## config.mk

```make
export PLATFORM = sky130hd
export DESIGN_NAME = irq_msg_ctrl
export DESIGN_NICKNAME = d
export VERILOG_FILES = /design/src/rtl/irqm_pkg.sv /design/src/rtl/irqm_edge.sv /design/src/rtl/irqm_regs.sv /design/src/rtl/irqm_msg_queue.sv /design/src/rtl/irq_msg_ctrl.sv
export SDC_FILE = /design/constraint.sdc
export NUM_CORES = 1
export LEC_CHECK = 0
export ABC_AREA = 0
export BUFFER_PORTS_ARGS = -buffer_cell sky130_fd_sc_hd__clkbuf_2
export CAP_MARGIN = 20
export CORE_MARGIN = 4
export CORE_UTILIZATION = 56
export DETAILED_ROUTE_END_ITERATION = 6
export MAX_ROUTING_LAYER = met4
export PLACE_DENSITY = 0.78
export SLEW_MARGIN = 20
export SYNTH_ARGS = -nofsm -noshare
export SYNTH_HDL_FRONTEND = slang
export SYNTH_SLANG_ARGS = --single-unit
```

## constraint.sdc

```tcl
create_clock -name clk -period 4.47 [get_ports clk]
set_input_delay 0.447 -clock clk [delete_from_list [all_inputs] [get_ports clk]]
set_output_delay 0.447 -clock clk [all_outputs]
set_load 0.02 [all_outputs]
```

## src/rtl/irqm_pkg.sv

```systemverilog
// Shared constants, types and byte-lane helpers for the interrupt message
// controller. Assumes a 32-bit register word and big-endian byte numbering
// (byte 0 is the most significant byte of the word).
package irqm_pkg;

    localparam int WORD_W     = 32;
    localparam int BYTE_N     = WORD_W / 8;
    localparam int SLOT_W     = 5;
    localparam int BUSERR_BIT = 8;
    localparam logic [WORD_W-1:0] LEGAL_DEFAULT = 32'h043F_63A0;

    typedef enum logic [2:0] {
        RS_REQ  = 3'd0,
        RS_MASK = 3'd1,
        RS_PEND = 3'd2,
        RS_CTRL = 3'd3,
        RS_ADDR = 3'd4,
        RS_NONE = 3'd7
    } reg_sel_e;

    typedef struct packed {
        logic [WORD_W-1:0] addr;
        logic [WORD_W-1:0] data;
    } irq_msg_t;

    // Pull sz+1 bytes starting at big-endian byte off, right-justified.
    function automatic logic [WORD_W-1:0] be_extract(input logic [WORD_W-1:0] word,
                                                     input logic [1:0] off,
                                                     input logic [1:0] sz);
        logic [WORD_W-1:0] r;
        int idx;
        r = '0;
        for (int k = 0; k < BYTE_N; k++) begin
            idx = int'(off) + int'(sz) - k;
            if (k <= int'(sz) && idx < BYTE_N)
                r[8*k +: 8] = word[8*(BYTE_N-1-idx) +: 8];
        end
        return r;
    endfunction

    // Merge right-justified write bytes into the word at big-endian byte off.
    function automatic logic [WORD_W-1:0] be_merge(input logic [WORD_W-1:0] word,
                                                   input logic [WORD_W-1:0] wdata,
                                                   input logic [1:0] off,
                                                   input logic [1:0] sz);
        logic [WORD_W-1:0] w;
        w = word;
        for (int i = 0; i < BYTE_N; i++) begin
            if (i >= int'(off) && i <= int'(off) + int'(sz))
                w[8*(BYTE_N-1-i) +: 8] = wdata[8*(int'(off) + int'(sz) - i) +: 8];
        end
        return w;
    endfunction

endpackage

```

## src/rtl/irqm_edge.sv

```systemverilog
// Rising-edge detector for the interrupt lines.
// Assumes the lines are already synchronous to clk. A line that is high when
// reset is released counts as one rising edge.
module irqm_edge #(
    parameter int N = 32
) (
    input  logic         clk,
    input  logic         rst_n,
    input  logic [N-1:0] lvl,
    output logic [N-1:0] rise
);

    logic [N-1:0] prev_q;

    // Remember last cycle's line levels.
    always_ff @(posedge clk) begin
        if (!rst_n) prev_q <= '0;
        else        prev_q <= lvl;
    end

    assign rise = lvl & ~prev_q;

endmodule

```

## src/rtl/irqm_regs.sv

```systemverilog
// Register file and slave-port decode: request, mask, pending, control and
// target address. It also decides when a message is due.
// Assumes one access per cycle, with reg_rd and reg_wr not both set. Read data
// is combinational, and side effects of a read land on the closing edge.
module irqm_regs
    import irqm_pkg::*;
#(
    parameter int                REG_AW     = 5,
    parameter logic [WORD_W-1:0] LEGAL      = LEGAL_DEFAULT,
    parameter logic [WORD_W-1:0] ADDR_RESET = 32'h0001_2343
) (
    input  logic              clk,
    input  logic              rst_n,
    input  logic [WORD_W-1:0] rise,
    input  logic              bus_wr,
    input  logic              bus_rd,
    input  logic [REG_AW-1:0] bus_addr,
    input  logic [1:0]        bus_size,
    input  logic [WORD_W-1:0] bus_wdata,
    output logic [WORD_W-1:0] bus_rdata,
    output logic [WORD_W-1:0] mask_q,
    output logic [WORD_W-1:0] req_q,
    output logic [WORD_W-1:0] pend_q,
    output logic              msg_req,
    output irq_msg_t          msg_word
);

    localparam int WIDX_W = REG_AW - 2;

    logic [WIDX_W-1:0] widx;
    logic [1:0]        boff;
    reg_sel_e          sel;
    logic              buserr_q;
    logic [WORD_W-1:0] areg_q;
    logic [WORD_W-1:0] cur_word;
    logic [WORD_W-1:0] merged;
    logic              pend_hit;
    logic [WORD_W-1:0] masked_rise;

    assign widx = bus_addr[REG_AW-1:2];
    assign boff = bus_addr[1:0];

    // Map the word index onto a register.
    always_comb begin
        case (widx)
            WIDX_W'(0): sel = RS_REQ;
            WIDX_W'(1): sel = RS_MASK;
            WIDX_W'(2): sel = RS_PEND;
            WIDX_W'(3): sel = RS_CTRL;
            WIDX_W'(4): sel = RS_ADDR;
            default:    sel = RS_NONE;
        endcase
    end

    // Current contents of the addressed register as seen by the bus.
    always_comb begin
        case (sel)
            RS_REQ:  cur_word = req_q;
            RS_MASK: cur_word = mask_q;
            RS_PEND: cur_word = pend_q;
            RS_CTRL: cur_word = WORD_W'(buserr_q) << BUSERR_BIT;
            RS_ADDR: cur_word = areg_q;
            default: cur_word = '0;
        endcase
    end

    assign merged      = be_merge(cur_word, bus_wdata, boff, bus_size);
    assign bus_rdata   = bus_rd ? be_extract(cur_word, boff, bus_size) : '0;
    assign pend_hit    = (bus_rd | bus_wr) && (sel == RS_PEND);
    assign masked_rise = rise & mask_q;

    // Mask register, illegal bits dropped on write.
    always_ff @(posedge clk) begin
        if (!rst_n)                          mask_q <= '0;
        else if (bus_wr && sel == RS_MASK)   mask_q <= merged & LEGAL;
    end

    // Control register: only the bus-error bit is kept.
    always_ff @(posedge clk) begin
        if (!rst_n)                          buserr_q <= 1'b0;
        else if (bus_wr && sel == RS_CTRL)   buserr_q <= merged[BUSERR_BIT];
    end

    // Message target address register.
    always_ff @(posedge clk) begin
        if (!rst_n)                          areg_q <= ADDR_RESET;
        else if (bus_wr && sel == RS_ADDR)   areg_q <= merged;
    end

    // Request capture: sticky, bus writes ignored.
    always_ff @(posedge clk) begin
        if (!rst_n) req_q <= '0;
        else        req_q <= req_q | masked_rise;
    end

    // Pending capture: any access clears, a same-cycle edge survives.
    always_ff @(posedge clk) begin
        if (!rst_n) pend_q <= '0;
        else        pend_q <= (pend_hit ? '0 : pend_q) | rise;
    end

    assign msg_req       = (|masked_rise) & ~buserr_q;
    assign msg_word.addr = {areg_q[WORD_W-1:SLOT_W], SLOT_W'(0)};
    assign msg_word.data = {(WORD_W-SLOT_W)'(0), areg_q[SLOT_W-1:0]};

endmodule

```

## src/rtl/irqm_msg_queue.sv

```systemverilog
// Outgoing message queue with an overflow counter.
// Assumes a message request may come every cycle. When the FIFO is full, each
// request increments a deferred counter (saturating), and the count drains into
// the FIFO with the message current at drain time. While the counter is
// non-zero, new requests also go through it, which keeps the order.
module irqm_msg_queue
    import irqm_pkg::*;
#(
    parameter int DEPTH   = 4,
    parameter int DEFER_W = 6
) (
    input  logic     clk,
    input  logic     rst_n,
    input  logic     evt,
    input  irq_msg_t evt_msg,
    output logic     out_valid,
    output irq_msg_t out_msg,
    input  logic     out_ready
);

    localparam int PTR_W = (DEPTH > 1) ? $clog2(DEPTH) : 1;
    localparam int CNT_W = $clog2(DEPTH + 1);
    localparam logic [DEFER_W-1:0] DEFER_MAX = {DEFER_W{1'b1}};

    irq_msg_t            slots [DEPTH];
    logic [PTR_W-1:0]    wr_ptr, rd_ptr;
    logic [CNT_W-1:0]    cnt_q;
    logic [DEFER_W-1:0]  defer_q, defer_d;
    logic                full, push, pop;

    function automatic logic [PTR_W-1:0] ptr_next(input logic [PTR_W-1:0] p);
        return (p == PTR_W'(DEPTH - 1)) ? '0 : p + PTR_W'(1);
    endfunction

    assign full      = (cnt_q == CNT_W'(DEPTH));
    assign out_valid = (cnt_q != '0);
    assign pop       = out_valid & out_ready;
    assign out_msg   = slots[rd_ptr];

    // Choose between a direct push, a drain of deferred work, or a deferral.
    always_comb begin
        push    = 1'b0;
        defer_d = defer_q;
        if (defer_q == '0) begin
            push = evt & ~full;
            if (evt && full) defer_d = defer_q + DEFER_W'(1);
        end else begin
            push = ~full;
            if (evt && !push && defer_q != DEFER_MAX) defer_d = defer_q + DEFER_W'(1);
            else if (!evt && push)                    defer_d = defer_q - DEFER_W'(1);
        end
    end

    // One storage slot per entry, written when the write pointer selects it.
    for (genvar i = 0; i < DEPTH; i++) begin : g_slot
        always_ff @(posedge clk) begin
            if (!rst_n)                              slots[i] <= '0;
            else if (push && wr_ptr == PTR_W'(i))    slots[i] <= evt_msg;
        end
    end

    // Pointers, occupancy and deferred count.
    always_ff @(posedge clk) begin
        if (!rst_n) begin
            wr_ptr  <= '0;
            rd_ptr  <= '0;
            cnt_q   <= '0;
            defer_q <= '0;
        end else begin
            if (push) wr_ptr <= ptr_next(wr_ptr);
            if (pop)  rd_ptr <= ptr_next(rd_ptr);
            cnt_q   <= cnt_q + CNT_W'(push) - CNT_W'(pop);
            defer_q <= defer_d;
        end
    end

endmodule

```

## src/rtl/irq_msg_ctrl.sv

```systemverilog
// Top of the interrupt message controller: edge detection, register file and
// message queue. Assumes NUM_SRC <= 32, REG_AW >= 5 and synchronous inputs.
module irq_msg_ctrl
    import irqm_pkg::*;
#(
    parameter int                NUM_SRC    = 32,
    parameter int                REG_AW     = 5,
    parameter int                FIFO_DEPTH = 4,
    parameter int                DEFER_W    = 6,
    parameter logic [WORD_W-1:0] LEGAL_MASK = LEGAL_DEFAULT,
    parameter logic [WORD_W-1:0] ADDR_RESET = 32'h0001_2343
) (
    input  logic               clk,
    input  logic               rst_n,
    input  logic [NUM_SRC-1:0] irq_in,
    input  logic               reg_wr,
    input  logic               reg_rd,
    input  logic [REG_AW-1:0]  reg_addr,
    input  logic [1:0]         reg_size,
    input  logic [31:0]        reg_wdata,
    output logic [31:0]        reg_rdata,
    output logic               msg_valid,
    input  logic               msg_ready,
    output logic [31:0]        msg_addr,
    output logic [31:0]        msg_data
);

    logic [NUM_SRC-1:0] rise_n;
    logic [WORD_W-1:0]  rise_w;
    logic [WORD_W-1:0]  mask_q, req_q, pend_q;
    logic               msg_req;
    irq_msg_t           msg_word, head_msg;

    irqm_edge #(.N(NUM_SRC)) edge_i (
        .clk  (clk),
        .rst_n(rst_n),
        .lvl  (irq_in),
        .rise (rise_n)
    );

    assign rise_w = WORD_W'(rise_n);

    irqm_regs #(
        .REG_AW    (REG_AW),
        .LEGAL     (LEGAL_MASK),
        .ADDR_RESET(ADDR_RESET)
    ) regs_i (
        .clk      (clk),
        .rst_n    (rst_n),
        .rise     (rise_w),
        .bus_wr   (reg_wr),
        .bus_rd   (reg_rd),
        .bus_addr (reg_addr),
        .bus_size (reg_size),
        .bus_wdata(reg_wdata),
        .bus_rdata(reg_rdata),
        .mask_q   (mask_q),
        .req_q    (req_q),
        .pend_q   (pend_q),
        .msg_req  (msg_req),
        .msg_word (msg_word)
    );

    irqm_msg_queue #(
        .DEPTH  (FIFO_DEPTH),
        .DEFER_W(DEFER_W)
    ) queue_i (
        .clk      (clk),
        .rst_n    (rst_n),
        .evt      (msg_req),
        .evt_msg  (msg_word),
        .out_valid(msg_valid),
        .out_msg  (head_msg),
        .out_ready(msg_ready)
    );

    assign msg_addr = head_msg.addr;
    assign msg_data = head_msg.data;

endmodule

```

Word level (Yosys, flattened, before mapping):

Memories as Yosys holds them, arrays and structs flattened. A register that Yosys moved wholly into a read port is not among the register bits.
Index checks and enable logic that the tools add are counted.

* add/sub/neg operators: 14
* $mul: 0
* divide/modulo/power cells: 0
* $lt $le $gt $ge: 14
* equality and inequality tests: 15
* shift-type cells: 8
* muxes and demuxes: 38
* bitwise logic cells: 15
* reductions and logical operators: 26

Operator list (number)
* indexed part select 32 x 32 -> 8 bit: 8
* two-way mux 32 bit: 6
* case mux 32 bit (5 select lines): 1
* < comparator 32 x 4 -> 1 bit, second input constant: 4
* subtractor 3 x 29 -> 29 bit, first input constant: 4
* <= comparator 3 x 32 -> 1 bit, first input constant: 2
* two-way mux 8 bit: 8
* bitwise OR 32 bit: 2
* bitwise AND 32 x 27 -> 32 bit: 1
* bitwise AND 32 bit: 1
* <= comparator 1 x 32 -> 1 bit, first input constant: 1
* <= comparator 2 x 32 -> 1 bit, first input constant: 1
* NOT 32 bit: 1
* OR reduction 32 bit: 1
* two-way mux 6 bit: 4
* logical AND 1 bit: 17
* case mux 3 bit (5 select lines): 1
* two-way mux 1 bit: 14
* == test 3 x 2 -> 1 bit, second input constant: 4
* == test 3 bit, second input constant: 3
* two-way mux 2 bit: 4
* subtractor 3 x 2 -> 4 bit, second input constant: 2
* adder 6 x 1 -> 6 bit, second input constant: 1
* == test 2 bit, second input constant: 3
* other kinds (23): 36

* register bits after elaboration: 155
* latch bits: 0
* RAM bits: 128
* bits in read-only memories: 0
* word-level logic and storage cells: 141
* memories: 1

Memory list
* queue_i.slots: depth 4, width 32, rd ports 1, clocked after memory_dff 1, write ports 4, line irqm_msg_queue.sv:25 `irq_msg_t slots [DEPTH];`

Depth between registers and ports, before layout:

Gate-level depths: netlist of the first run.

* depth after elaboration: 12
* mapped depth: 13
* mapped depth without buffers: 10

Modules after synthesis:

Synthesis of the first run repeated with hierarchy kept, for this count alone.

* cells, all modules: 1672
* area, all modules: 20035.5 um^2

Modules (own cells, without submodules)
* irqm_msg_queue: times used 1, cells an instance 764, area each 12024.0 um^2
* irqm_regs: times used 1, cells an instance 809, area each 6919.1 um^2
* irqm_edge: times used 1, cells an instance 99, area each 1092.3 um^2

Least setup slack after synthesis of the first run:

OpenSTA, ideal clock, no wires.

* path type: input-to-output
* start point: in reg_addr[0]
* end point: out reg_rdata[11]
* arrival time: 3.480 ns
* data required time: 4.023 ns
* path slack: 0.543 ns
* stages: 12
* buffers on the path: 3
* path through: ha_1 -> fa_1 -> buf_2 -> inv_1 -> buf_1 -> ha_1 -> xor2_1 -> ha_1 -> o211ai_1 -> or3_1 -> buf_1 -> a21oi_1

* cells in the longest elaborated chain, start to end: 6

RTL lines
* start: declaration: line irq_msg_ctrl.sv:18 `input logic [REG_AW-1:0] reg_addr,`
* adder 2 x 2 -> 3 bit *: line irqm_pkg.sv:34 `idx = int'(off) + int'(sz) - k;`
* subtractor 3 x 1 -> 4 bit *
* subtractor 3 x 29 -> 29 bit or < comparator 32 x 4 -> 1 bit (tied branches): line irqm_pkg.sv:36, irqm_pkg.sv:35
* indexed part select 32 x 32 -> 8 bit or logical AND 1 bit (tied branches): line irqm_pkg.sv:36, irqm_pkg.sv:35
* two-way mux 8 bit *: line irqm_pkg.sv:35 `if (k <= int'(sz) && idx < BYTE_N)`
* two-way mux 32 bit *: line irqm_regs.sv:68 `assign bus_rdata = bus_rd ? be_extract(cur_word, boff, bus_size) : '0;`
* end: declaration: line irq_msg_ctrl.sv:21 `output logic [31:0] reg_rdata,`

Mark *: on every way between the ends. The rest lies on a longest branch, timed or not.

Worst setup path in the final report of the first run:

* start point: in reg_size[0]
* end point: out reg_rdata[24]

* cells in the longest elaborated chain, start to end: 6

RTL lines
* start: declaration: line irq_msg_ctrl.sv:19 `input logic [1:0] reg_size,`
* adder 2 x 2 -> 3 bit: line irqm_pkg.sv:34
* subtractor 3 x 2 -> 4 bit
* subtractor 3 x 29 -> 29 bit or < comparator 32 x 4 -> 1 bit (tied branches): line irqm_pkg.sv:36, irqm_pkg.sv:35
* indexed part select 32 x 32 -> 8 bit or logical AND 1 bit (tied branches): line irqm_pkg.sv:36, irqm_pkg.sv:35
* two-way mux 8 bit *: line irqm_pkg.sv:35
* two-way mux 32 bit *: line irqm_regs.sv:68

Marked as above.

==> flow_summary.json, run 1 <==
{
  "outcome": "finished clean",
  "synth_area_leaders": "edfxtp_1, dfxtp_1, mux4_2, and2_1, mux2i_1",
  "gp_congestion": 0.9800,
  "hpwl_um": 23480,
  "routed_via_density": 5.811,
  "dieArea_um2": 26650,
  "antenna_found_initial": 0,
  "min_path_type": "input port to register",
  "setup_violations": 0,
  "clock_skew_ps": 21.64,
  "synth_top_family_by_area": "simple AND/OR/NAND/NOR gates",
  "die_y_um": 163.2,
  "synthCells": 1224,
  "crit_fanout": 21,
  "placedCellCount": 1621,
  "wl_um": 33630,
  "grt_max_degree": 61,
  "fin_cells": 1669,
  "synth_fa_ha_area_frac": 0.02151,
  "p_leak_nw": 6.120,
  "cts.sinks": 266,
  "crit_required_ps": 4020,
  "cts_made_buffers": 26,
  "async_flop_share": 0,
  "ant_nets": 0,
  "antenna_cells": 0,
  "clkSlewWorstSetupHoldPaths_ps": 60,
  "synth-seq-area-share": 0.4895,
  "syn_area_per_cell_um2": 11.03,
  "ys_ff_latch": 266,
  "maxCapViolCount": 0,
  "fin_crit_sh": 0.8180,
  "vdd_drop_max_uv": 291.7,
  "route.detailed.drc": 0,
  "synth.yosys.warnings": 0,
  "synth_xor_xnor_area_share": 0.002596,
  "die_x_um": 163.2,
  "drt-initial-drc-count": 955,
  "syn_to_final_growth_pct": 11.61,
  "cp-start-kind": "input port",
  "clk_latency_ps": 530,
  "rsz0062_at_grt": "no",
  "dr.pass1.iters": 5,
  "synth_edf_count": 128,
  "end_kind": "primary output",
  "cellPowerDensity_nw_per_um2": 492.2,
  "vias": 9698,
  "post_cts_buffers": 0,
  "initial_core_util": 0.5716,
  "synth_top_area_share": 0.2848,
  "grt_pass1_vias": 9396,
  "synth.largest_area_cell": "edfxtp_1",
  "crit_type": "input port to primary output",
  "cts_hold_buf": 0,
  "drive_gt1_frac": 0.2126,
  "track_usage": 0.2580,
  "drv_slew": 0,
  "wl_per_cell_um": 20.15,
  "cts_max_path_buffers": 3,
  "synthDistinctLibCells": 70,
  "cts_root_buf": "clkbuf_16",
  "fin_setup_tns_ps": 0,
  "synthMuxAreaShare": 0.1442,
  "cts_resized": 0,
  "ioPinCount": 173,
  "critical_path_arrival_ps": 3210,
  "h-tree-depth": 1,
  "total_power_mw": 7.415,
  "portBuffers": 140,
  "core_area_um2": 23610,
  "syn-cell-area_um2": 13500,
  "grt_pass1_wl_um": 52320,
  "synth-compound-area-share": 0.1048,
  "cts_tree": "built",
  "max_slew_margin": 0.3443,
  "timing.hold.ws_ps": 129.7,
  "fmax_mhz": 273.5,
  "synth_ff_type": "dfxtp_1",
  "finalHoldViolations": 0,
  "fin_nets": 1428,
  "synth_simple_gate_area_frac": 0.1763,
  "worst_pin_slew_ps": 983.5,
  "final_area_um2": 15060,
  "period_minus_slack_ps": 3656,
  "rows": 56,
  "dpl-instance-area_um2": 14200,
  "gr-total-overflow": 0
}
registers in the layout, summed over array words and instances (netlist names), named ones only:
name	count
queue_i.defer_q	6
regs_i.buserr_q	1
regs_i.areg_q	32
regs_i.req_q	13
regs_i.mask_q	13
queue_i.wr_ptr	2
edge_i.prev_q	32
queue_i.cnt_q	3
queue_i.slots	128
regs_i.pend_q	32
queue_i.rd_ptr	2
logic make-up (layout without fill, tap and decap cells):
group                      after synthesis  count (layout)
adders and majority gates               22              22
other                                    1              32
AOI/OAI and AO/OA                      209             209
and+or+nand+nor                        453             453
buffers and inverters                  150             245
muxes                                  119             119
DFF                                    266             266
xor gates and xnor gates                 4               4
path summary, 6_finish.rpt:
kind,start,end,slack [ps],cells after the start
setup / recovery,reg_size[0],reg_rdata[24],810,13
hold / removal,irq_in[25],edge_i.prev_q[25],130,3
setup reg to reg,queue_i.defer_q[0],queue_i.slots[3][1],1630,7
hold reg to reg,edge_i.prev_q[4],regs_i.pend_q[4],410,1
synth_stat cells, drive strengths merged, types with 3 or more instances:
cell     number
o21ai        41
a211oi       20
nor3         14
mux2i        56
and3b        13
mux4         60
nor2        121
edfxtp      128
nand3b        4
o2bb2ai       7
and2        146
a221oi        6
a2bb2oi      10
a21oi        48
a22o          4
a211o         4
nor2b        19
a311oi        4
ha           20
clkbuf       28
o221ai        7
inv          42
nor3b         4
nand3         3
nand2b        9
dfxtp       138
buf          80
and3          5
a22oi        31
nand2       102
a21boi        4
o211ai       12
mux2          3
power by group:
group          total (mW)  switching, mW  internal (mW)  leakage, nW
clock                2.19          0.902           1.28        0.423
sequential           3.20          0.204           3.00         2.49
combinational        2.02           1.22          0.809         3.21
total                7.41           2.32           5.09         6.12
layout make-up:
type | instances | area (um2)
clock buffers | 35 | 745.7
inverters | 42 | 158.9
multi-input cells | 839 | 6218
fillers | 1868 | 8549
well taps | 319 | 399.1
repair buffers | 155 | 813.3
clock inverters | 13 | 118.9
flip-flops and latches | 266 | 6609
stage by stage:
step | worst slack [ps] | util
floorplan | 542.9 | -
global placement | 859.8 | 0.6013
detailed placement | 814.6 | 0.6013
CTS | 807.7 | 0.6379
global route | 636.0 | 0.6379
finish | 813.7 | 0.6379
critical path, cell delays in order:
cell,delay (ps)
clkbuf_2,120
ha_4,160
fa_1,520
buf_4,300
ha_1,190
inv_1,40
ha_1,280
inv_1,60
ha_1,200
and4b_1,240
nand3_1,240
a21oi_1,220
clkbuf_2,190
cell usage in the layout (no fill, tap or decap), types with 19 or more instances in the layout:
master	instances
a21oi_1	47
conb_1	32
nand2_1	98
dfxtp_1	136
edfxtp_1	128
nor2_1	120
mux2i_1	56
clkbuf_2	140
a22oi_1	31
mux4_2	60
a211oi_1	19
and2_1	143
ha_1	19
inv_1	40
o21ai_0	39
clkbuf_16	27
routing by layer:
layer / GRT usage / up-vias / wire length [um]
met5: - / - / 0
met4: 0.07968 / 0 / 1035
met3: 0.03129 / 71 / 2912
met2: 0.3828 / 453 / 15130
met1: 0.3761 / 4632 / 14550
li1: - / 4542 / -
No activity file was read; power rests on OpenSTA's default activity.
==> inputs of run 2 (changes only) <==
--- a/config.mk
+++ b/config.mk
@@ -5,7 +5,7 @@
 export SDC_FILE = /design/constraint.sdc
 export NUM_CORES = 1
 export LEC_CHECK = 0
-export ABC_AREA = 0
+export ABC_AREA = 1
 export BUFFER_PORTS_ARGS = -buffer_cell sky130_fd_sc_hd__clkbuf_2
 export CAP_MARGIN = 20
 export CORE_MARGIN = 4
==> constraint.sdc (replaced) <==
create_clock -name clk -period 3.5 [get_ports clk]
set_input_delay 0.35 -clock clk [delete_from_list [all_inputs] [get_ports clk]]
set_output_delay 0.35 -clock clk [all_outputs]
set_load 0.02 [all_outputs]
==> run 2 against run 1 <==
  * Count of clock-buffer cells in the layout is 5 higher
  * Non-clock buffer count is 23 higher
  * Synthesized cell count is 37% higher
  * Utilization is 0.54 points higher
  * First-iteration DRC count is 32% higher
  * Worst hold slack worse by 110 ps
  * Register-to-register slack worse by 840 ps
==> flow_summary.json, run 2 <==
{
  "dpl-instance-area_um2": 14270,
  "total_power_mw": 10.04,
  "p_comb_frac": 0.318,
  "p_leak_nw": 6.781,
  "p_int_mw": 6.380,
  "fmax_mhz": 302.2,
  "track_usage": 0.2962,
  "synth.largest_area_cell": "edfxtp_1",
  "synth_area_leaders": "edfxtp_1, dfxtp_1, nand2_1, o21ai_0, nor2_1",
  "synth.yosys.warnings": 0,
  "setup_violations": 0,
  "timing.hold.ws_ps": 20.38,
  "gp_congestion": 1.006,
  "cts_made_buffers": 27,
  "cts_tree": "built",
  "fillCellCount": 1998,
  "cts_root_buf": "clkbuf_16",
  "cp_cell_sequence": "clkbuf_2 -> ha_2 -> fa_2 -> buf_4 -> ha_1 -> inv_1 -> nor4_1 -> buf_4 -> nand2_1 -> a21oi_1 -> clkbuf_2",
  "syn_to_final_growth_pct": 12.69,
  "clk_latency_ps": 550,
  "portBuffers": 140,
  "ioPinCount": 173,
  "cellPowerDensity_nw_per_um2": 662.7,
  "multi_input_area_um2": 5513,
  "whs_path_depth": 3,
  "p_seq_frac": 0.405,
  "die_x_um": 162.9,
  "netSwitchingPower_mw": 3.655,
  "outcome": "finished clean",
  "max_slew_margin": 0.3013,
  "yosysMostFrequentCell": "nand2_1",
  "crit_fanout": 11,
  "syn_area_per_cell_um2": 8.038,
  "fin_crit_sh": 0.9455,
  "grt_max_degree": 66,
  "rsz0062_at_grt": "no",
  "period_minus_slack_ps": 3309,
  "gr-total-overflow": 0,
  "cp_num_cells": 11,
  "synth_edf_count": 128,
  "finalHoldViolations": 0,
  "fin_setup_tns_ps": 0,
  "syn-cell-area_um2": 13440,
  "fin_nets": 1885,
  "final_cell_mix": "nand2_1, nor2_1, o21ai_0, inv_1, clkbuf_2",
  "ant_nets": 0,
  "vdd_drop_max_uv": 378.2,
  "synth_top_area_share": 0.2860,
  "dp_slack_ps": 126.2,
  "fin_cells": 2127,
  "cp-start-kind": "input port",
  "maxCapViolCount": 0,
  "clock_skew_ps": 16.32,
  "drv_slew": 0,
  "ys_ff_latch": 266,
  "cts_max_path_buffers": 3,
  "max_stage_delay_ps": 560,
  "dr.pass1.iters": 6,
  "synth_common_cells": "nand2_1, nor2_1, o21ai_0",
  "core_area_um2": 23540,
  "layout_commonest_cell": "nand2_1",
  "cpLargestDelayFamily": "adder cells",
  "grt_pass1_wl_um": 60750,
  "worst_pin_slew_ps": 1045,
  "crit_type": "input port to primary output",
  "synth_ff_type": "dfxtp_1",
  "final_area_um2": 15140,
  "synth-seq-area-share": 0.4916,
  "dieArea_um2": 26540,
  "synthCells": 1672,
  "initial_core_util": 0.5708,
  "worst_slack_ps": 190.7,
  "die_y_um": 162.9,
  "rows": 56,
  "min_path_type": "input port to register",
  "wl_um": 38800,
  "crit_required_ps": 3150,
  "cts.sinks": 266,
  "antenna_found_initial": 0,
  "vias": 11950,
  "critical_path_arrival_ps": 2960,
  "utilization": 0.6433,
  "route.detailed.drc": 0,
  "p_clk_frac": 0.277,
  "ff_latch_area_um2": 6608,
  "synthDistinctLibCells": 42,
  "switching_share": 0.3642,
  "largest-register": "queue_i.slots",
  "antenna_cells": 0,
  "path_buf_inv": 5,
  "grt_pass1_vias": 11330,
  "end_kind": "primary output",
  "h-tree-depth": 1,
  "hpwl_um": 27340,
  "reg2reg_depth": 14,
  "largest_register_ffs": 128,
  "async_flop_share": 0,
  "routed_via_density": 5.618,
  "wl_per_cell_um": 18.24,
  "placedCellCount": 2075,
  "cpMaxStageDelayCell": "nor4_1",
  "drt-initial-drc-count": 1261,
  "clkSlewWorstSetupHoldPaths_ps": 60,
  "drive_gt1_frac": 0.1477
}
==> run 2: path summary, 6_finish.rpt <==
path	from	endpoint	slack (ps)
setup / recovery	reg_addr[0]	reg_rdata[19]	190
hold / removal	irq_in[8]	edge_i.prev_q[8]	20
setup reg to reg	queue_i.defer_q[0]	queue_i.cnt_q[2]	790
hold reg to reg	edge_i.prev_q[10]	regs_i.pend_q[10]	410
==> run 2: kinds of logic (layout without fill, tap and decap cells) <==
kind of cell,count (synthesis),count (layout),share of synthesized area
and+or+nand+nor,626,626,0.1894
AOI/OAI and AO/OA,400,400,0.1681
buffers and inverters,330,435,0.1096
DFF,266,266,0.4916
adders and majority gates,22,22,0.02160
muxes,20,20,0.01490
xor gates and xnor gates,7,7,0.004562
other,1,32,0.0002790
==> run 2: final cells by class <==
class / instances / area share
clock buffer: 40 / 0.05048
clock inverter: 10 / 0.006114
inverter: 207 / 0.05131
multi-input combinational: 1107 / 0.3640
sequential: 266 / 0.4363
tap: 319 / 0.02635
timing repair buffer: 178 / 0.06543
==> run 2: worst reg2reg max path, cell delays in order, from the launching register on <==
cell     delay (ps)
dfxtp_1         410
inv_1           110
ha_1            230
nand2_2          80
nor2_1           50
inv_2            60
nor2_2           30
inv_2            60
nor2_2           50
a21oi_2         590
ha_1            280
inv_1            60
fa_1            380
o21ai_0         170
a21oi_1          50
==> run 2: layer usage <==
layer | vias to the layer above | GRT usage | routed length (um)
met5 | - | - | 0
li1 | 5709 | - | -
met2 | 585 | 0.4851 | 18630
met4 | 0 | 0.09912 | 1391
met3 | 107 | 0.03214 | 3277
met1 | 5549 | 0.3884 | 15500
==> run 2: power groups by stage <==
stage / registers, mW / logic, mW / clock network (mW)
final: 4.06 / 3.19 / 2.78
after global routing: 4.11 / 3.53 / 2.94
after CTS: 4.06 / 3.18 / 2.81
after detailed placement: 4.12 / 3.16 / 0
after global placement: 4.10 / 3.08 / 0
after floorplan: 4.04 / 2.28 / 0
==> run 2: what timing repair did <==
action	in CTS	in global routing
resized for setup	0	2
setup buffers	0	0
endpoints found under the hold margin	2	0
setup endpoints to repair	0	7
hold buffers	2	0
